[src/rtl/qia_pkg.sv]
package qia_pkg;
  localparam int unsigned NQ_DEF    = 64;
  localparam int unsigned MASKW_DEF = 32;
  localparam int unsigned PTRW_DEF  = 16;

  // widen the mask to the pending width; uncovered bits never mask
  function automatic logic [NQ_DEF-1:0] widen_mask(input logic [MASKW_DEF-1:0] m);
    logic [NQ_DEF-1:0] w;
    w = '0;
    w[MASKW_DEF-1:0] = m;
    return w;
  endfunction

  // line level for a pending vector under a mask
  function automatic logic line_level(input logic [NQ_DEF-1:0] p,
                                      input logic [MASKW_DEF-1:0] m);
    return |(p & ~widen_mask(m));
  endfunction

  // mask update for one host write
  function automatic logic [MASKW_DEF-1:0] mask_next(input logic [MASKW_DEF-1:0] m,
                                                     input logic set_w,
                                                     input logic clr_w,
                                                     input logic [MASKW_DEF-1:0] d);
    logic [MASKW_DEF-1:0] r;
    r = m;
    if (set_w) r = r | d;
    if (clr_w) r = r & ~d;
    return r;
  endfunction
endpackage

[src/rtl/qia_pending.sv]
module qia_pending #(
  parameter int unsigned NQ   = qia_pkg::NQ_DEF,
  localparam int unsigned QIDW = $clog2(NQ)
) (
  input  logic            clk,
  input  logic            rst_n,
  input  logic            set_ev,
  input  logic [QIDW-1:0] set_qid,
  input  logic            clr_ev,
  input  logic [QIDW-1:0] clr_qid,
  output logic [NQ-1:0]   pend_d,
  output logic [NQ-1:0]   pend_q
);
  for (genvar i = 0; i < NQ; i++) begin : g_bit
    logic set_i, clr_i;
    assign set_i = set_ev && (set_qid == QIDW'(i));
    assign clr_i = clr_ev && (clr_qid == QIDW'(i));
    // a new completion wins over a same-cycle consume
    assign pend_d[i] = set_i | (pend_q[i] & ~clr_i);

    always_ff @(posedge clk) begin
      if (!rst_n) pend_q[i] <= 1'b0;
      else        pend_q[i] <= pend_d[i];
    end
  end
endmodule

[src/rtl/qia_mask_regs.sv]
module qia_mask_regs #(
  parameter int unsigned AW      = 8,
  parameter int unsigned MASKW   = qia_pkg::MASKW_DEF,
  parameter logic [AW-1:0] SET_OFS = 8'h0C,
  parameter logic [AW-1:0] CLR_OFS = 8'h10
) (
  input  logic             clk,
  input  logic             rst_n,
  input  logic             freeze,
  input  logic             reg_wr,
  input  logic [AW-1:0]    reg_addr,
  input  logic [MASKW-1:0] reg_wdata,
  output logic             mset_ev,
  output logic             mclr_ev,
  output logic [MASKW-1:0] mask_d,
  output logic [MASKW-1:0] mask_q,
  output logic [MASKW-1:0] rdata
);
  logic hit_set, hit_clr;
  assign hit_set = (reg_addr == SET_OFS);
  assign hit_clr = (reg_addr == CLR_OFS);

  assign mset_ev = reg_wr && !freeze && hit_set;
  assign mclr_ev = reg_wr && !freeze && hit_clr;
  assign mask_d  = qia_pkg::mask_next(mask_q, mset_ev, mclr_ev, reg_wdata);

  always_ff @(posedge clk) begin
    if (!rst_n) mask_q <= '0;
    else        mask_q <= mask_d;
  end

  assign rdata = (hit_set || hit_clr) ? mask_q : '0;
endmodule

[src/rtl/qia_pin.sv]
module qia_pin #(
  parameter int unsigned NQ    = qia_pkg::NQ_DEF,
  parameter int unsigned MASKW = qia_pkg::MASKW_DEF
) (
  input  logic             clk,
  input  logic             rst_n,
  input  logic             freeze,
  input  logic [NQ-1:0]    pend_d,
  input  logic [MASKW-1:0] mask_d,
  output logic             irq_q
);
  logic lvl_d;
  assign lvl_d = qia_pkg::line_level(pend_d, mask_d);

  always_ff @(posedge clk) begin
    if (!rst_n)       irq_q <= 1'b0;
    else if (!freeze) irq_q <= lvl_d;
  end
endmodule

[src/rtl/qia_top.sv]
module qia_top #(
  parameter int unsigned NQ    = qia_pkg::NQ_DEF,
  parameter int unsigned MASKW = qia_pkg::MASKW_DEF,
  parameter int unsigned PTRW  = qia_pkg::PTRW_DEF,
  parameter int unsigned AW    = 8,
  localparam int unsigned QIDW = $clog2(NQ)
) (
  input  logic             clk,
  input  logic             rst_n,
  input  logic             msi_mode,
  input  logic             post_valid,
  input  logic [QIDW-1:0]  post_qid,
  input  logic             post_ien,
  input  logic             db_valid,
  input  logic [QIDW-1:0]  db_qid,
  input  logic             db_ien,
  input  logic [PTRW-1:0]  db_head,
  input  logic [PTRW-1:0]  db_tail,
  input  logic             reg_wr,
  input  logic [AW-1:0]    reg_addr,
  input  logic [MASKW-1:0] reg_wdata,
  output logic [MASKW-1:0] reg_rdata,
  output logic [NQ-1:0]    pend_o,
  output logic             irq_pin
);
  // named internal events
  logic post_hit, clr_hit, mset_hit, mclr_hit;
  logic [NQ-1:0]    pend_d, pend_q;
  logic [MASKW-1:0] mask_d, mask_q;

  assign post_hit = post_valid && post_ien && !msi_mode;
  assign clr_hit  = db_valid && db_ien && !msi_mode && (db_head == db_tail);

  qia_pending #(.NQ(NQ)) u_pend (
    .clk(clk), .rst_n(rst_n),
    .set_ev(post_hit), .set_qid(post_qid),
    .clr_ev(clr_hit),  .clr_qid(db_qid),
    .pend_d(pend_d), .pend_q(pend_q)
  );

  qia_mask_regs #(.AW(AW), .MASKW(MASKW)) u_mask (
    .clk(clk), .rst_n(rst_n), .freeze(msi_mode),
    .reg_wr(reg_wr), .reg_addr(reg_addr), .reg_wdata(reg_wdata),
    .mset_ev(mset_hit), .mclr_ev(mclr_hit),
    .mask_d(mask_d), .mask_q(mask_q), .rdata(reg_rdata)
  );

  qia_pin #(.NQ(NQ), .MASKW(MASKW)) u_pin (
    .clk(clk), .rst_n(rst_n), .freeze(msi_mode),
    .pend_d(pend_d), .mask_d(mask_d), .irq_q(irq_pin)
  );

  assign pend_o = pend_q;
endmodule

[config.mk]
export PLATFORM = sky130hd
export DESIGN_NAME = qia_top
export DESIGN_NICKNAME = d
export VERILOG_FILES = /design/src/rtl/qia_pkg.sv /design/src/rtl/qia_pending.sv /design/src/rtl/qia_mask_regs.sv /design/src/rtl/qia_pin.sv /design/src/rtl/qia_top.sv
export SDC_FILE = /design/constraint.sdc
export NUM_CORES = 1
export LEC_CHECK = 0
export ABC_AREA = 1
export BUFFER_PORTS_ARGS = -buffer_cell sky130_fd_sc_hd__buf_2
export CAP_MARGIN = 20
export CORE_ASPECT_RATIO = 2
export CORE_UTILIZATION = 55
export DETAILED_ROUTE_END_ITERATION = 6
export GPL_ROUTABILITY_DRIVEN = 0
export PLACE_DENSITY = 0.86
export SYNTH_ARGS = -nofsm -noshare
export SYNTH_HDL_FRONTEND = slang
export SYNTH_HIERARCHICAL = 1
export SYNTH_SLANG_ARGS = --single-unit
[constraint.sdc]
create_clock -name clk -period 3.9 [get_ports clk]
set_input_delay 0.585 -clock clk [delete_from_list [all_inputs] [get_ports clk]]
set_output_delay 0.585 -clock clk [all_outputs]
set_load 0.05 [all_outputs]
==> impl_metrics.toml <==
[worst_setup_path]
critPathSlowestCell = "inv_1"
criticalPathCategory = "in -> reg"
slowest_delay_ns = 0.34
worstSetupStartpointType = "input port"
worstPathRequired_ns = 4.13
cp_max_fo = 13
ff2ff_path_depth = 13
crit_family = "simple AND/OR/NAND/NOR gates"
arrival_ns = 3.06
crit_top_cell = "nor2_1"
end_kind = "flop"
cp.depth = 19
cp_num_buf_inv = 2
crit_path_cell_trace = "buf_2 > nor2_1 > o21ai_0 > nor2_1 > nand3_1 > nor2_1 > nand3_1 > inv_1 > nand2_1 > nand2_1 > nand2_1 > nor2_1 > nand2_1 > nor2_1 > nand2_1 > nor2_1 > nand2_1 > nor2_1 > nor2_1"

[sta]
period_share_pct = 72.7
maxSlewHeadroom_pct = 36.9
drv_slew = 0
tightest_slew_ns = 0.946
finalSetupViolations = 0
fin_skew_ns = 0.00677
min_period_ns = 2.83
tns_ns = 0
hold_violations = 0
rsz0062_at_grt = "false"
max_clock_freq_mhz = 353

[clock_network]
hold_buffers = 0
cts-buffers-inserted = 9
clock_path_buffers = 2
clkTransAtPathRegs_ns = 0.07
h-tree-depth = 3
tritoncts = "yes"
cts_sinks = 97
post_cts_resized = 0
post-cts-setup-buffer-count = 0
clockRootBuffer = "clkbuf_16"
insertion_delay_ns = 0.34

[grt]
grtUsageMet3_pct = 5.26
grt-busiest-layer = "met2"
grtUsageMet2_pct = 59.2
grt_util_all_layers_pct = 34.0
grt_pass1_vias = 6015
grtUsageMet1_pct = 35.8
grt_antenna_before_repair = 0
grt_max_degree = 65
grt.overflow.total = 0
grt_first_pass_wirelength_mm = 27.9

[layout]
antenna_cells = 0
seqCellArea_um2 = 1940
drive_above_1_share_pct = 18.8
multi_input_area_um2 = 3020
instances_no_fill = 1319
area_growth_pct = 23.1
fillers = 956
final_nets = 1271

[floorplanning]
rows = 52
io_pins = 189
core_area_um2 = 10100
die_w_um = 74.0
start_util_pct = 56.5
die_h_um = 146
die-area_um2 = 10800

[yosys]
syn_inst = 1006
synth_nets = 1098
ys_warn_count = 6
postSynthAreaPerCell_um2 = 5.66
synthesis.area_um2 = 5700

[placement]
dp_hpwl_mm = 13.4
numPortBuffers = 188
dp_cells = 1302

[power]
max-vdd-ir-drop_v = 0.000349
leakage_uw = 0.00404
powerDensity_nw_per_um2 = 307

[routing]
drt_iter0_markers = 471
vias = 6620
drtAntennaViolNets = 0
routedWlPerCell_um = 13.6
wirelength_mm = 18.0
vias_per_cell = 5.02
first_pass_iters = 5
drt_drc_violations_left = 0

[status]
status = "finished clean"

[min_path]
holdPathStages = 2
min_path_type = "reg -> reg"

[flow_run]
timing.max_cap.violations = 0
final timing paths:
check                               startpoint                           to  slack (ns)
hold reg to reg    u_pend/pend_q[7]$_SDFF_PN0_  u_pend/pend_q[7]$_SDFF_PN0_        0.49
setup / recovery                      msi_mode     u_pin/irq_q$_SDFFE_PN0N_        1.07
hold / removal     u_pend/pend_q[7]$_SDFF_PN0_  u_pend/pend_q[7]$_SDFF_PN0_        0.49
setup reg to reg  u_mask/mask_q[10]$_SDFF_PN0_     u_pin/irq_q$_SDFFE_PN0N_        2.44
layer usage:
layer / vias to the layer above / wire length [um]
li1: 3380 / -
met1: 2840 / 6320
met2: 312 / 9070
met3: 88 / 1300
met4: 0 / 1290
met5: - / 0
worst min-delay path, cell delays in order, from the launching register on:
cell	delay, ns
dfxtp_1	0.31
nand2_1	0.07
a21oi_1	0.06
report_power, final:
group          switching (uW)  internal, uW
clock                     370           595
sequential               1.21           993
combinational             129          62.1
total                     501          1650
flip-flops by register name, indices dropped and copies added, names as in the netlist:
| register | count |
|---|---|
| u_mask/mask_q | 32 |
| u_pin/irq_q | 1 |
| u_pend/pend_q | 64 |
layout make-up:
type | instances | area share, %
Timing Repair Buffer | 194 | 14.2
Tap cell | 135 | 2.41
Clock buffer | 11 | 3.60
Multi-Input combinational cell | 731 | 43.1
Clock inverter | 5 | 1.11
Sequential cell | 97 | 27.7
Inverter | 146 | 7.82
metrics by stage:
step                      total power [uW]  hold slack (ns)  instance area [um^2]  worst slack (ns)  util, %
after global placement                1200            0.468                  6660             0.990     66.1
after CTS                             2150            0.484                  6990              1.12     69.3
after global routing                  2220            0.508                  7010             0.883     69.5
after detailed placement              1200            0.474                  6660             0.919     66.1
final                                 2150            0.485                  7010              1.07     69.5
after floorplan                       1110            0.518                  5700              1.44        -
cells in the final DEF (no fill, tap or decap), drive strengths merged:
master	instances
clkbuf	11
xor2	1
clkinv	2
nor3	2
a21oi	64
nand2	421
nand3	71
nor2	153
inv	146
dfxtp	97
nand3b	1
xnor2	1
clkinvlp	1
o22ai	1
bufinv	2
o21ai	16
buf	194
Power figures use the tool's default switching activity.
